### src/rtl/pfa_pkg.sv
package pfa_pkg;

    localparam int CFG_W    = 8;
    localparam int BIT_ARS  = 7;
    localparam int BIT_PLL  = 6;
    localparam int BIT_PIPE = 5;
    localparam int BIT_NECL = 4;
    localparam int BIT_LSTR = 3;
    localparam int BIT_RW   = 2;

    localparam logic [2:0] MODE_PERIPH = 3'b010;

    typedef enum logic [1:0] {
        ACC_FRESH  = 2'd0,
        ACC_ARMED  = 2'd1,
        ACC_HIDDEN = 2'd2
    } acc_state_e;

    function automatic logic mode_is_periph(input logic [2:0] m);
        return m == MODE_PERIPH;
    endfunction

    function automatic logic mode_is_special(input logic [2:0] m);
        return !m[2] && (m != MODE_PERIPH);
    endfunction

    function automatic logic mode_is_expanded(input logic [2:0] m);
        return m[0];
    endfunction

    function automatic logic [CFG_W-1:0] reset_image(input logic [2:0] m);
        logic [CFG_W-1:0] img;
        img = '0;
        if (mode_is_special(m) && mode_is_expanded(m)) begin
            img[BIT_PIPE] = 1'b1;
            img[BIT_LSTR] = 1'b1;
            img[BIT_RW]   = 1'b1;
        end else if (m[2] && !mode_is_expanded(m)) begin
            img[BIT_NECL] = 1'b1;
        end
        return img;
    endfunction

endpackage

### src/rtl/pfa_bus_if.sv
module pfa_bus_if #(
    parameter int ADDR_W     = 8,
    parameter int REG_OFFSET = 10,
    parameter int CFG_W      = 8
) (
    input  logic [ADDR_W-1:0] addr_i,
    input  logic              wr_en_i,
    input  logic              rd_en_i,
    input  logic              hidden_i,
    input  logic [CFG_W-1:0]  cfg_i,
    output logic              wr_sel_o,
    output logic [CFG_W-1:0]  rdata_o
);

    localparam logic [ADDR_W-1:0] OFFS      = ADDR_W'(REG_OFFSET);
    localparam int                ZERO_BITS = 2;

    logic hit;

    always_comb begin
        hit      = (addr_i == OFFS) && !hidden_i;
        wr_sel_o = wr_en_i && hit;
        rdata_o  = '0;
        if (rd_en_i && hit) begin
            rdata_o = {cfg_i[CFG_W-1:ZERO_BITS], {ZERO_BITS{1'b0}}};
        end
    end

endmodule

### src/rtl/pfa_cfg_fsm.sv
module pfa_cfg_fsm
    import pfa_pkg::*;
(
    input  logic             clk_i,
    input  logic             rst_i,
    input  logic [2:0]       mode_raw_i,
    input  logic [2:0]       mode_q_i,
    input  logic             wr_sel_i,
    input  logic [CFG_W-1:0] wdata_i,
    output acc_state_e       state_o,
    output logic [CFG_W-1:0] cfg_o
);

    acc_state_e       state_q, state_d;
    logic [CFG_W-1:0] cfg_q;
    logic             special, expanded, ars_ok, alt_ok;

    always_comb begin
        special  = mode_is_special(mode_q_i);
        expanded = mode_is_expanded(mode_q_i);
        ars_ok   = special && (state_q == ACC_ARMED);
        alt_ok   = special || (mode_q_i[2] && expanded);
    end

    // state register
    always_ff @(posedge clk_i) begin
        if (rst_i) begin
            state_q <= mode_is_periph(mode_raw_i) ? ACC_HIDDEN : ACC_FRESH;
        end else begin
            state_q <= state_d;
        end
    end

    // transitions
    always_comb begin
        state_d = state_q;
        unique case (state_q)
            ACC_FRESH:  if (wr_sel_i) state_d = ACC_ARMED;
            ACC_ARMED:  state_d = ACC_ARMED;
            ACC_HIDDEN: state_d = ACC_HIDDEN;
            default:    state_d = ACC_FRESH;
        endcase
    end

    // register contents (outputs)
    always_ff @(posedge clk_i) begin
        if (rst_i) begin
            cfg_q <= reset_image(mode_raw_i);
        end else begin
            unique case (state_q)
                ACC_HIDDEN: cfg_q[BIT_PLL] <= 1'b0;
                ACC_FRESH, ACC_ARMED: begin
                    if (wr_sel_i) begin
                        cfg_q[BIT_PLL] <= wdata_i[BIT_PLL];
                        if (alt_ok) begin
                            cfg_q[BIT_PIPE:BIT_RW] <= wdata_i[BIT_PIPE:BIT_RW];
                        end
                        if (ars_ok) begin
                            cfg_q[BIT_ARS] <= wdata_i[BIT_ARS];
                        end
                    end
                end
                default: cfg_q <= cfg_q;
            endcase
        end
    end

    assign state_o = state_q;
    assign cfg_o   = cfg_q;

endmodule

### src/rtl/pfa_pin_mux.sv
module pfa_pin_mux
    import pfa_pkg::*;
#(
    parameter int PINS = 8
) (
    input  logic [CFG_W-1:0] cfg_i,
    input  logic             spec_exp_i,
    input  logic [PINS-1:0]  dir_i,
    input  logic [PINS-1:0]  dout_i,
    input  logic             pin7_in_i,
    input  logic             eclk_src_i,
    input  logic             rw_src_i,
    input  logic             lstrb_src_i,
    input  logic [1:0]       pipe_src_i,
    input  logic             pll_test_src_i,
    output logic [PINS-1:0]  pin_oe_o,
    output logic [PINS-1:0]  pin_do_o,
    output logic             aux_rst_o,
    output logic             pll_sel_o,
    output logic             pipe_sel_o
);

    logic [PINS-1:0] alt_en, alt_oe, alt_do;
    logic            pipe_on, pll_on;

    always_comb begin
        pipe_on = cfg_i[BIT_PIPE];
        pll_on  = cfg_i[BIT_PLL] && spec_exp_i && !pipe_on;
        alt_en  = '0;
        alt_oe  = '0;
        alt_do  = '0;
        // pin 7: auxiliary reset input
        alt_en[7] = cfg_i[BIT_ARS];
        // pin 6: pipe status beats PLL test
        alt_en[6] = pipe_on || pll_on;
        alt_oe[6] = 1'b1;
        alt_do[6] = pipe_on ? pipe_src_i[1] : pll_test_src_i;
        // pin 5: pipe status
        alt_en[5] = pipe_on;
        alt_oe[5] = 1'b1;
        alt_do[5] = pipe_src_i[0];
        // pin 4: E-clock, active-low enable
        alt_en[4] = !cfg_i[BIT_NECL];
        alt_oe[4] = 1'b1;
        alt_do[4] = eclk_src_i;
        // pin 3: low-byte strobe
        alt_en[3] = cfg_i[BIT_LSTR];
        alt_oe[3] = 1'b1;
        alt_do[3] = lstrb_src_i;
        // pin 2: read/write strobe
        alt_en[2] = cfg_i[BIT_RW];
        alt_oe[2] = 1'b1;
        alt_do[2] = rw_src_i;
    end

    for (genvar i = 0; i < PINS; i++) begin : g_pin
        assign pin_oe_o[i] = alt_en[i] ? alt_oe[i] : dir_i[i];
        assign pin_do_o[i] = alt_en[i] ? alt_do[i] : dout_i[i];
    end

    assign aux_rst_o  = cfg_i[BIT_ARS] && pin7_in_i;
    assign pll_sel_o  = pll_on;
    assign pipe_sel_o = pipe_on;

endmodule

### src/rtl/pfa_port_assign.sv
module pfa_port_assign
    import pfa_pkg::*;
#(
    parameter int ADDR_W     = 8,
    parameter int REG_OFFSET = 10
) (
    input  logic              clk_i,
    input  logic              rst_i,
    input  logic [2:0]        mode_i,
    input  logic [ADDR_W-1:0] addr_i,
    input  logic              wr_en_i,
    input  logic              rd_en_i,
    input  logic [7:0]        wdata_i,
    output logic [7:0]        rdata_o,
    input  logic [7:0]        dir_i,
    input  logic [7:0]        dout_i,
    input  logic              pin7_in_i,
    input  logic              eclk_src_i,
    input  logic              rw_src_i,
    input  logic              lstrb_src_i,
    input  logic [1:0]        pipe_src_i,
    input  logic              pll_test_src_i,
    output logic [7:0]        pin_oe_o,
    output logic [7:0]        pin_do_o,
    output logic              aux_rst_o,
    output logic              pll_sel_o,
    output logic              pipe_sel_o
);

    localparam int PINS = CFG_W;

    logic [2:0]       mode_q;
    logic [CFG_W-1:0] cfg_q;
    acc_state_e       acc_state;
    logic             wr_sel, spec_exp;

    always_ff @(posedge clk_i) begin
        if (rst_i) mode_q <= mode_i;
    end

    assign spec_exp = mode_is_special(mode_q) && mode_is_expanded(mode_q);

    pfa_bus_if #(
        .ADDR_W    (ADDR_W),
        .REG_OFFSET(REG_OFFSET),
        .CFG_W     (CFG_W)
    ) bus_i (
        .addr_i  (addr_i),
        .wr_en_i (wr_en_i),
        .rd_en_i (rd_en_i),
        .hidden_i(acc_state == ACC_HIDDEN),
        .cfg_i   (cfg_q),
        .wr_sel_o(wr_sel),
        .rdata_o (rdata_o)
    );

    pfa_cfg_fsm fsm_i (
        .clk_i     (clk_i),
        .rst_i     (rst_i),
        .mode_raw_i(mode_i),
        .mode_q_i  (mode_q),
        .wr_sel_i  (wr_sel),
        .wdata_i   (wdata_i),
        .state_o   (acc_state),
        .cfg_o     (cfg_q)
    );

    pfa_pin_mux #(.PINS(PINS)) mux_i (
        .cfg_i         (cfg_q),
        .spec_exp_i    (spec_exp),
        .dir_i         (dir_i),
        .dout_i        (dout_i),
        .pin7_in_i     (pin7_in_i),
        .eclk_src_i    (eclk_src_i),
        .rw_src_i      (rw_src_i),
        .lstrb_src_i   (lstrb_src_i),
        .pipe_src_i    (pipe_src_i),
        .pll_test_src_i(pll_test_src_i),
        .pin_oe_o      (pin_oe_o),
        .pin_do_o      (pin_do_o),
        .aux_rst_o     (aux_rst_o),
        .pll_sel_o     (pll_sel_o),
        .pipe_sel_o    (pipe_sel_o)
    );

endmodule

### config.mk
export PLATFORM = sky130hd
export DESIGN_NAME = pfa_port_assign
export DESIGN_NICKNAME = d
export VERILOG_FILES = /design/src/rtl/pfa_pkg.sv /design/src/rtl/pfa_bus_if.sv /design/src/rtl/pfa_cfg_fsm.sv /design/src/rtl/pfa_pin_mux.sv /design/src/rtl/pfa_port_assign.sv
export SDC_FILE = /design/constraint.sdc
export NUM_CORES = 1
export LEC_CHECK = 0
export ABC_AREA = 1
export BUFFER_PORTS_ARGS = -buffer_cell sky130_fd_sc_hd__buf_2
export CAP_MARGIN = 5
export CORE_UTILIZATION = 30
export CTS_BUF_LIST = sky130_fd_sc_hd__clkbuf_8
export DETAILED_ROUTE_END_ITERATION = 10
export HOLD_SLACK_MARGIN = 0.15
export PLACE_DENSITY = 0.64
export SETUP_SLACK_MARGIN = 0.3
export SLEW_MARGIN = 40
export SYNTH_ARGS = -nofsm -noshare
export SYNTH_HDL_FRONTEND = slang
export SYNTH_SLANG_ARGS = --single-unit
### constraint.sdc
create_clock -name clk_i -period 2.28 [get_ports clk_i]
set_clock_uncertainty 0.15 [all_clocks]
set_input_delay 0.114 -clock clk_i [delete_from_list [all_inputs] [get_ports clk_i]]
set_output_delay 0.114 -clock clk_i [all_outputs]
set_load 0.1 [all_outputs]
==> results of run 1 <==
-- cell families after synthesis --
| group | after synthesis |
|---|---|
| other cells | 1 |
| compound gates | 10 |
| buf+inv | 24 |
| simple gates | 63 |
| flops | 11 |
-- state kept, by name, summed over array words and instances, names as in the netlist --
| signal | cells |
|---|---|
| fsm_i.cfg_o | 6 |
| mode_q | 3 |
| fsm_i.state_o | 2 |
-- stage by stage --
| step | cell area (sq um) | TNS, ps | instances | setup slack [ps] |
|---|---|---|---|---|
| after floorplan | 806 | -650 | 110 | -130 |
| after global placement | 1100 | 0 | 194 | 424 |
| after detailed placement | 1100 | 0 | 194 | 385 |
| after CTS | 1350 | 0 | 215 | 360 |
| after global routing | 1370 | 0 | 219 | 303 |
| final | 1370 | 0 | 219 | 407 |
-- synth_stat cells (all sizes together) --
library cell,count
dfxtp,2
nand4,2
nand3,8
buf,6
nand2,29
nor2,19
o21ai,5
edfxtp,9
a31oi,1
o211ai,1
inv,18
a21oi,3
or2,5
conb,1
-- cell type report --
class	count	share of cell area, %
Clock buffer	3	3.02
Tap cell	30	2.75
Multi-Input combinational cell	75	28.2
Inverter	18	4.95
Clock inverter	1	0.275
Timing Repair Buffer	81	38.1
Sequential cell	11	22.7
-- worst max path at each step --
stage | from | endpoint | depth (start not counted) | slack [ps]
after floorplan | fsm_i.state_o[1] | rdata_o[2] | 5 | -130
after global placement | fsm_i.state_o[1] | rdata_o[6] | 6 | 420
after detailed placement | fsm_i.state_o[1] | rdata_o[6] | 6 | 390
after CTS | fsm_i.state_o[1] | rdata_o[6] | 6 | 360
after global routing | fsm_i.state_o[1] | rdata_o[7] | 6 | 300
final | fsm_i.state_o[1] | rdata_o[6] | 6 | 410
-- report_power, final --
part | leakage [nW] | internal [mW] | switching (mW)
registers | 0.106 | 0.239 | 0.0139
logic | 0.582 | 0.0810 | 0.240
clock network | 0.0269 | 0.118 | 0.0759
total | 0.715 | 0.438 | 0.330
-- cells in the final DEF, fill, tap and decap left out, drive strengths merged, types with 5 or more instances in the layout --
master        n
buf          68
nand2        29
inv          19
nor2         19
dlygate4sd3  13
edfxtp        9
nand3         8
o21ai         5
or2           5
-- what timing repair did --
item | 4_1_cts | 5_1_grt
setup buffers | 0 | 4
pin swaps | 0 | 1
resized for setup | 11 | 4
hold buffers | 17 | 0
setup endpoints to repair | 7 | 11
hold endpoints to repair | 18 | 0
-- layer usage --
metal	vias to the layer above	part of all wire, %	global-route usage, %
met5	-	0	0
met4	0	1.1	6.58
met3	3	7.0	3.48
met2	46	55	32.7
met1	428	37	16.5
li1	494	-	-
-- worst register-to-register path, delay by kind of cell, from the launching register on --
kind | cells | cell delay [ps]
simple gates | 6 | 590
flops | 1 | 440
buf+inv | 1 | 550
==> key figures, run 1 <==
Worst setup path
  • Required time at the worst-slack endpoint: 2020 ps
  • Destination of the worst register-to-register timing path: fsm_i.cfg_o[7]
  • Length in cells of the worst reg-to-reg path: 7
  • Reg2Reg Setup Slack: between 400 and 500 ps
  • Worst Path Max Fanout: 6
  • Buf/Inv on CP: 1
  • CP startpoint kind: flip-flop
  • Arrival time worst endpoint: between 1500 and 2000 ps
  • Crit end category: output pin
  • Worst-path cell with the longest stage delay: edfxtp_1
  • Startpoint of the lowest-slack register-to-register path: fsm_i.state_o[1]
  • CP dominant cell by count: nand2_2
  • Max incr delay on CP: approximately 440 ps
  • Critical Setup Path Class: flip-flop to output pin
  • Series of cell instances along the critical path: nand2_2 > nand3_2 > nor2_4 > nand2_2 > nor2_1 > buf_6
  • Largest delay share family, worst path: simple AND/OR/NAND/NOR gates

Drt
  • Total detailed-routing wirelength: approximately 2.2 mm
  • Number of DRC violations after detailed routing: 0
  • Initial detailed-routing violation count: 7
  • First-pass detailed-route iteration total: 4
  • Routed wirelength normalized by instance count: about 10 um
  • Overall via count from detail_route: 971
  • Post-DRT Antenna Nets: 0
  • Via density: ~4.4

Floorplanning
  • Chip width: around 53 um
  • Full die area: approximately 0.0028 sq mm
  • Initial core utilization: a little under a third
  • Floorplan die height: between 50 and 60 um
  • Core Footprint: approximately 0.0025 sq mm
  • Row count: 18
  • Top-Level Pins: between 70 and 80

Yosys
  • Mux share of post-synthesis cell area: 0%
  • Yosys Warn Count: 0
  • Top cells by area, synth: edfxtp_1 (35%), nand2_1 (13%), nor2_1 (8.8%)
  • Adder-Cell Fraction of Synth Area: 0%
  • Synthesized area per cell: roughly 7 sq um
  • Sequential area share after synthesis: approximately 40%
  • Simple-gate area share of the yosys netlist: ~38%
  • Gate count after technology mapping: around 110
  • Synth Cell Area: 772 sq um
  • Count of cell types in the netlist: 18
  • Area share of the leading cell type in the synthesized netlist: about a third
  • FF+latch count, synth: 11
  • Compound-Gate Fraction of Synth Area: under 10%
  • Largest area contributor in the netlist: edfxtp_1
  • Post-Synth XOR/XNOR Area: 0%
  • Main combinational cell family by area after synthesis: simple AND/OR/NAND/NOR gates

Final layout
  • Count of fill cells added during filler insertion: 234
  • Layout cell share with drive strength beyond 1: roughly 47%
  • Post-synthesis to final-layout area growth: 77.0%
  • Final standard cell utilization of the core: a little under three fifths
  • Sequential cell area: 310 sq um
  • Multi-input logic area: roughly 390 sq um
  • Number of nets at the end of the flow: 236
  • Count of antenna diodes in the layout: 0

Hold path
  • Startpoint of the tightest hold check path: addr_i[2]
  • WHS Path Cells: 8
  • End of the worst hold path: fsm_i.cfg_o[7]
  • Type of the tightest min-delay check: input pin to flip-flop

GRT
  • Wire length of the first global-routing pass: around 3.3 mm
  • Initial antenna violation count: 0
  • Via count of the first global-routing pass: 808
  • Remaining global-route overflow: 0
  • Largest net degree at the start of global routing: 10
  • Combined global-route utilization of all metal layers: between 10% and 20%

Clocking
  • Reg clk slew, reported paths: around 50 ps
  • Clock Sinks: 11
  • Clock Root Buffer: clkbuf_8
  • Clock latency reported for the late side of the worst-skew pair: ~240 ps
  • Bufs on Longest Clock Path: 2
  • Number of buffers created by CTS: 3
  • Depth of the CTS H-tree: 1
  • Clock tree from TritonCTS: yes

Power and ir drop
  • Power Dens Cells: 562 mW/mm^2
  • Leakage power: 0.715 nW
  • IR drop worst, VDD: ~0.31 mV
  • Design Power: between 0.7 and 0.8 mW

Place
  • Last weighted congestion value of the routability-driven placer: about 0.85
  • Half-perimeter wire length after detailed placement: roughly 1.6 mm
  • Number of input and output port buffers inserted: 60

STA
  • Max Fclk: approximately 0.53 GHz
  • Setup repair after global routing missed its margin: no
  • Final period demand of the worst path: roughly 1900 ps
  • Number of pins exceeding their max-slew limit in the final report: 0
  • Worst slack on hold paths: approximately 220 ps
  • Count of final setup violators: 0
  • Final cycle utilization of the critical path: 82.2%
  • Final Hold Vio Count: 0

Job
  • Max cap viols: 0

Outcome
  • Status: finished, final reports clean
Note: power is estimated with default switching activity, not from simulation.
==> inputs of run 2 (changes only) <==
- ABC_AREA: 1 -> 0
- PLACE_DENSITY: 0.64 -> 0.68
- clock period: 2.28 -> 1.6 ns (I/O delays scaled with it)
==> run 2 against run 1 <==
Non-clock buffer count is 8 higher. The flow now finishes with violations (setup timing). Highest routed layer unchanged. Global-route usage is 2.2 points higher. Critical path depth is 2 lower. Cell count is 12% lower. First-iteration DRC count is 57% higher.
==> key figures, run 2 <==
Floorplanning
  • Initial core utilization: 32.7% (was 31.4%)
  • Core Footprint: 0.00228 sq mm (was 0.00245 sq mm)
  • Chip width: 51.8 um (was 52.7 um)
  • Full die area: 0.00268 sq mm (was 0.00278 sq mm)
  • Row count: 17 (was 18)
  • Top-Level Pins: 73 (unchanged)
  • Floorplan die height: 51.8 um (was 52.7 um)

Yosys
  • FF+latch count, synth: 11 (unchanged)
  • Count of cell types in the netlist: 24 (was 18)
  • Synth Cell Area: 743 sq um (was 772 sq um)
  • Synthesized area per cell: 9.78 sq um (was 7.08 sq um)
  • Area share of the leading cell type in the synthesized netlist: 36.4% (was 35.0%)
  • Number of enable-type register cells in the synthesized netlist: 9 (unchanged)
  • Proportion of register bits with asynchronous set or reset after synthesis: 0% (unchanged)
  • Gate count after technology mapping: 76 (was 109)
  • Post-synth top flop: edfxtp_1 (unchanged)
  • Yosys Warn Count: 0 (unchanged)
  • Sequential area share after synthesis: 41.8% (was 40.2%)
  • Largest area contributor in the netlist: edfxtp_1 (unchanged)
  • Top cells by area, synth: edfxtp_1 (36%), buf_4 (6.1%), mux2_2 (6.1%) (was edfxtp_1 (35%), nand2_1 (13%), nor2_1 (8.8%))
  • Post-synth top cells: edfxtp_1 (9), and2_1 (7), nand3_1 (7) (was nand2_1 (27), nor2_1 (18), inv_1 (17))
  • Count leader, synth: edfxtp_1 (was nand2_1)

Place
  • Number of input and output port buffers inserted: 60 (unchanged)
  • Cell count after placement: 162 (was 194)
  • Half-perimeter wire length after detailed placement: 1.61 mm (was 1.64 mm)
  • Last weighted congestion value of the routability-driven placer: 0.724 (was 0.847)

Final layout
  • Count of fill cells added during filler insertion: 151 (was 234)
  • Most frequent standard cell in the layout excluding fill and tap cells: buf_2 (unchanged)
  • Most used cells in the layout excluding fill and tap cells: buf_2 (43), buf_12 (19), dlygate4sd3_1 (11) (was buf_2 (57), nand2_1 (25), inv_1 (17))
  • Number of nets at the end of the flow: 211 (was 236)
  • Post-route insts no fill: 192 (was 219)
  • Post-synthesis to final-layout area growth: 136% (was 77.0%)
  • Count of antenna diodes in the layout: 0 (unchanged)
  • Max reg flops: 6 (unchanged)
  • Layout cell share with drive strength beyond 1: 67.7% (was 47.1%)

Clocking
  • Clock Sinks: 11 (unchanged)
  • Depth of the CTS H-tree: 1 (unchanged)
  • Number of buffers created by CTS: 3 (unchanged)
  • Clock tree from TritonCTS: yes (unchanged)
  • Clock Root Buffer: clkbuf_8 (unchanged)
  • Clock latency reported for the late side of the worst-skew pair: 250 ps (was 240 ps)
  • Reg clk slew, reported paths: 50 ps (about the same)
  • Total of hold buffers inserted after clock tree synthesis: 15 (was 17)
  • Bufs on Longest Clock Path: 2 (unchanged)

GRT
  • Combined global-route utilization of all metal layers: 18.8% (was 16.6%)
  • Remaining global-route overflow: 0 (unchanged)
  • Initial antenna violation count: 0 (unchanged)
  • Largest net degree at the start of global routing: 10 (unchanged)
  • Wire length of the first global-routing pass: 3.60 mm (was 3.29 mm)
  • Via count of the first global-routing pass: 861 (was 808)

Worst setup path
  • Crit end category: output pin (unchanged)
  • CP startpoint kind: flip-flop (unchanged)
  • Required time at the worst-slack endpoint: 1370 ps (was 2020 ps)
  • Critical Setup Path Class: flip-flop to output pin (unchanged)
  • Worst Path Max Fanout: 6 (unchanged)
  • Arrival time worst endpoint: 1440 ps (was 1610 ps)

Power and ir drop
  • Power Dens Cells: 723 mW/mm^2 (was 562 mW/mm^2)
  • IR drop worst, VDD: 0.685 mV (was 0.313 mV)
  • Leakage power: 0.818 nW (was 0.715 nW)
  • Design Power: 1.27 mW (was 0.768 mW)

Drt
  • Overall via count from detail_route: 899 (was 971)
  • Number of DRC violations after detailed routing: 0 (unchanged)
  • Post-DRT Antenna Nets: 0 (unchanged)
  • Via density: 4.68 (was 4.43)
  • Initial detailed-routing violation count: 11 (was 7)
  • Routed wirelength normalized by instance count: 13.9 um (was 10.1 um)
  • First-pass detailed-route iteration total: 4 (unchanged)
  • Total detailed-routing wirelength: 2.67 mm (was 2.20 mm)

STA
  • Number of pins exceeding their max-slew limit in the final report: 0 (unchanged)
  • Max Fclk: 0.598 GHz
  • Count of final setup violators: 11 (was 0)
  • Final period demand of the worst path: 1670 ps
  • Final cycle utilization of the critical path: 104%
  • Worst Setup Slack, final: -71.3 ps (was 407 ps)
  • Final Hold Vio Count: 0 (unchanged)
  • Setup repair after global routing missed its margin: yes (was no)

Outcome
  • Violated checks: setup timing
  • Status: finished with violations (was finished, final reports clean)

Job
  • Max cap viols: 0 (unchanged)

Hold path
  • Type of the tightest min-delay check: input pin to flip-flop (unchanged)
[run 2: per-stage QoR]
stage                     hold WS (ps)  setup slack, ps  cell area (sq um)  TNS (ps)  util (%)
final                             71.7            -71.3               1750      -648      77.0
after global routing              81.1             -135               1750     -1470      77.0
after CTS                         67.4            -10.9               1670     -10.9      73.6
after detailed placement          10.7              139               1340         0      59.0
after global placement            10.7              149               1340         0      59.0
after floorplan                   28.9             -277                820     -1480         -
[run 2: worst max-delay path, stage by stage (launching register included)]
cell	delay [ps]
edfxtp_1	460
nand2b_4	120
and4_4	270
and2_4	160
buf_12	160
[run 2: routing by layer]
layer | global-route usage, % | wire (um) | vias to the layer above
li1 | - | - | 443
met1 | 18.2 | 916 | 414
met2 | 38.1 | 1580 | 39
met3 | 2.92 | 142 | 3
met4 | 8.11 | 30 | 0
met5 | 0 | 0 | -
[run 2: worst paths after layout]
path | start | end | slack, ps | cells after the start
setup / recovery | fsm_i.state_o[1] | rdata_o[7] | -70 | 4
hold / removal | addr_i[6] | fsm_i.cfg_o[7] | 70 | 4
hold reg to reg | fsm_i.cfg_o[6] | fsm_i.cfg_o[6] | 350 | 2
setup reg to reg | fsm_i.state_o[1] | fsm_i.cfg_o[3] | -60 | 4
[run 2: cell families after synthesis]
family,Yosys count,synth area share (%)
AO/OA/AOI/OAI,8,5.89
buffers and inverters,8,7.07
flip-flops,11,41.8
multiplexers,7,10.1
other,1,0.505
AND/OR/NAND/NOR,41,34.7
[run 2: final cells by class]
cell class	count	area, sq um	share of cell area [%]
Timing Repair Buffer	89	852	48.6
Multi-Input combinational cell	58	502	28.6
Sequential cell	11	312	17.8
Clock buffer	3	41.3	2.36
Tap cell	28	35.0	2.00
Inverter	2	7.51	0.428
Clock inverter	1	3.75	0.214
[run 2: power by group]
part,switching (mW),internal (mW)
combinational,0.357,0.262
sequential,0.0259,0.341
clock,0.112,0.169
total,0.495,0.772
[run 2: timing repair]
action / CTS / global route
buffers inserted: 5 / 6
endpoints found under the setup margin: 27 / 29
resized for setup: 29 / 13
pin swaps: 8 / 5
endpoints found under the hold margin: 18 / 1
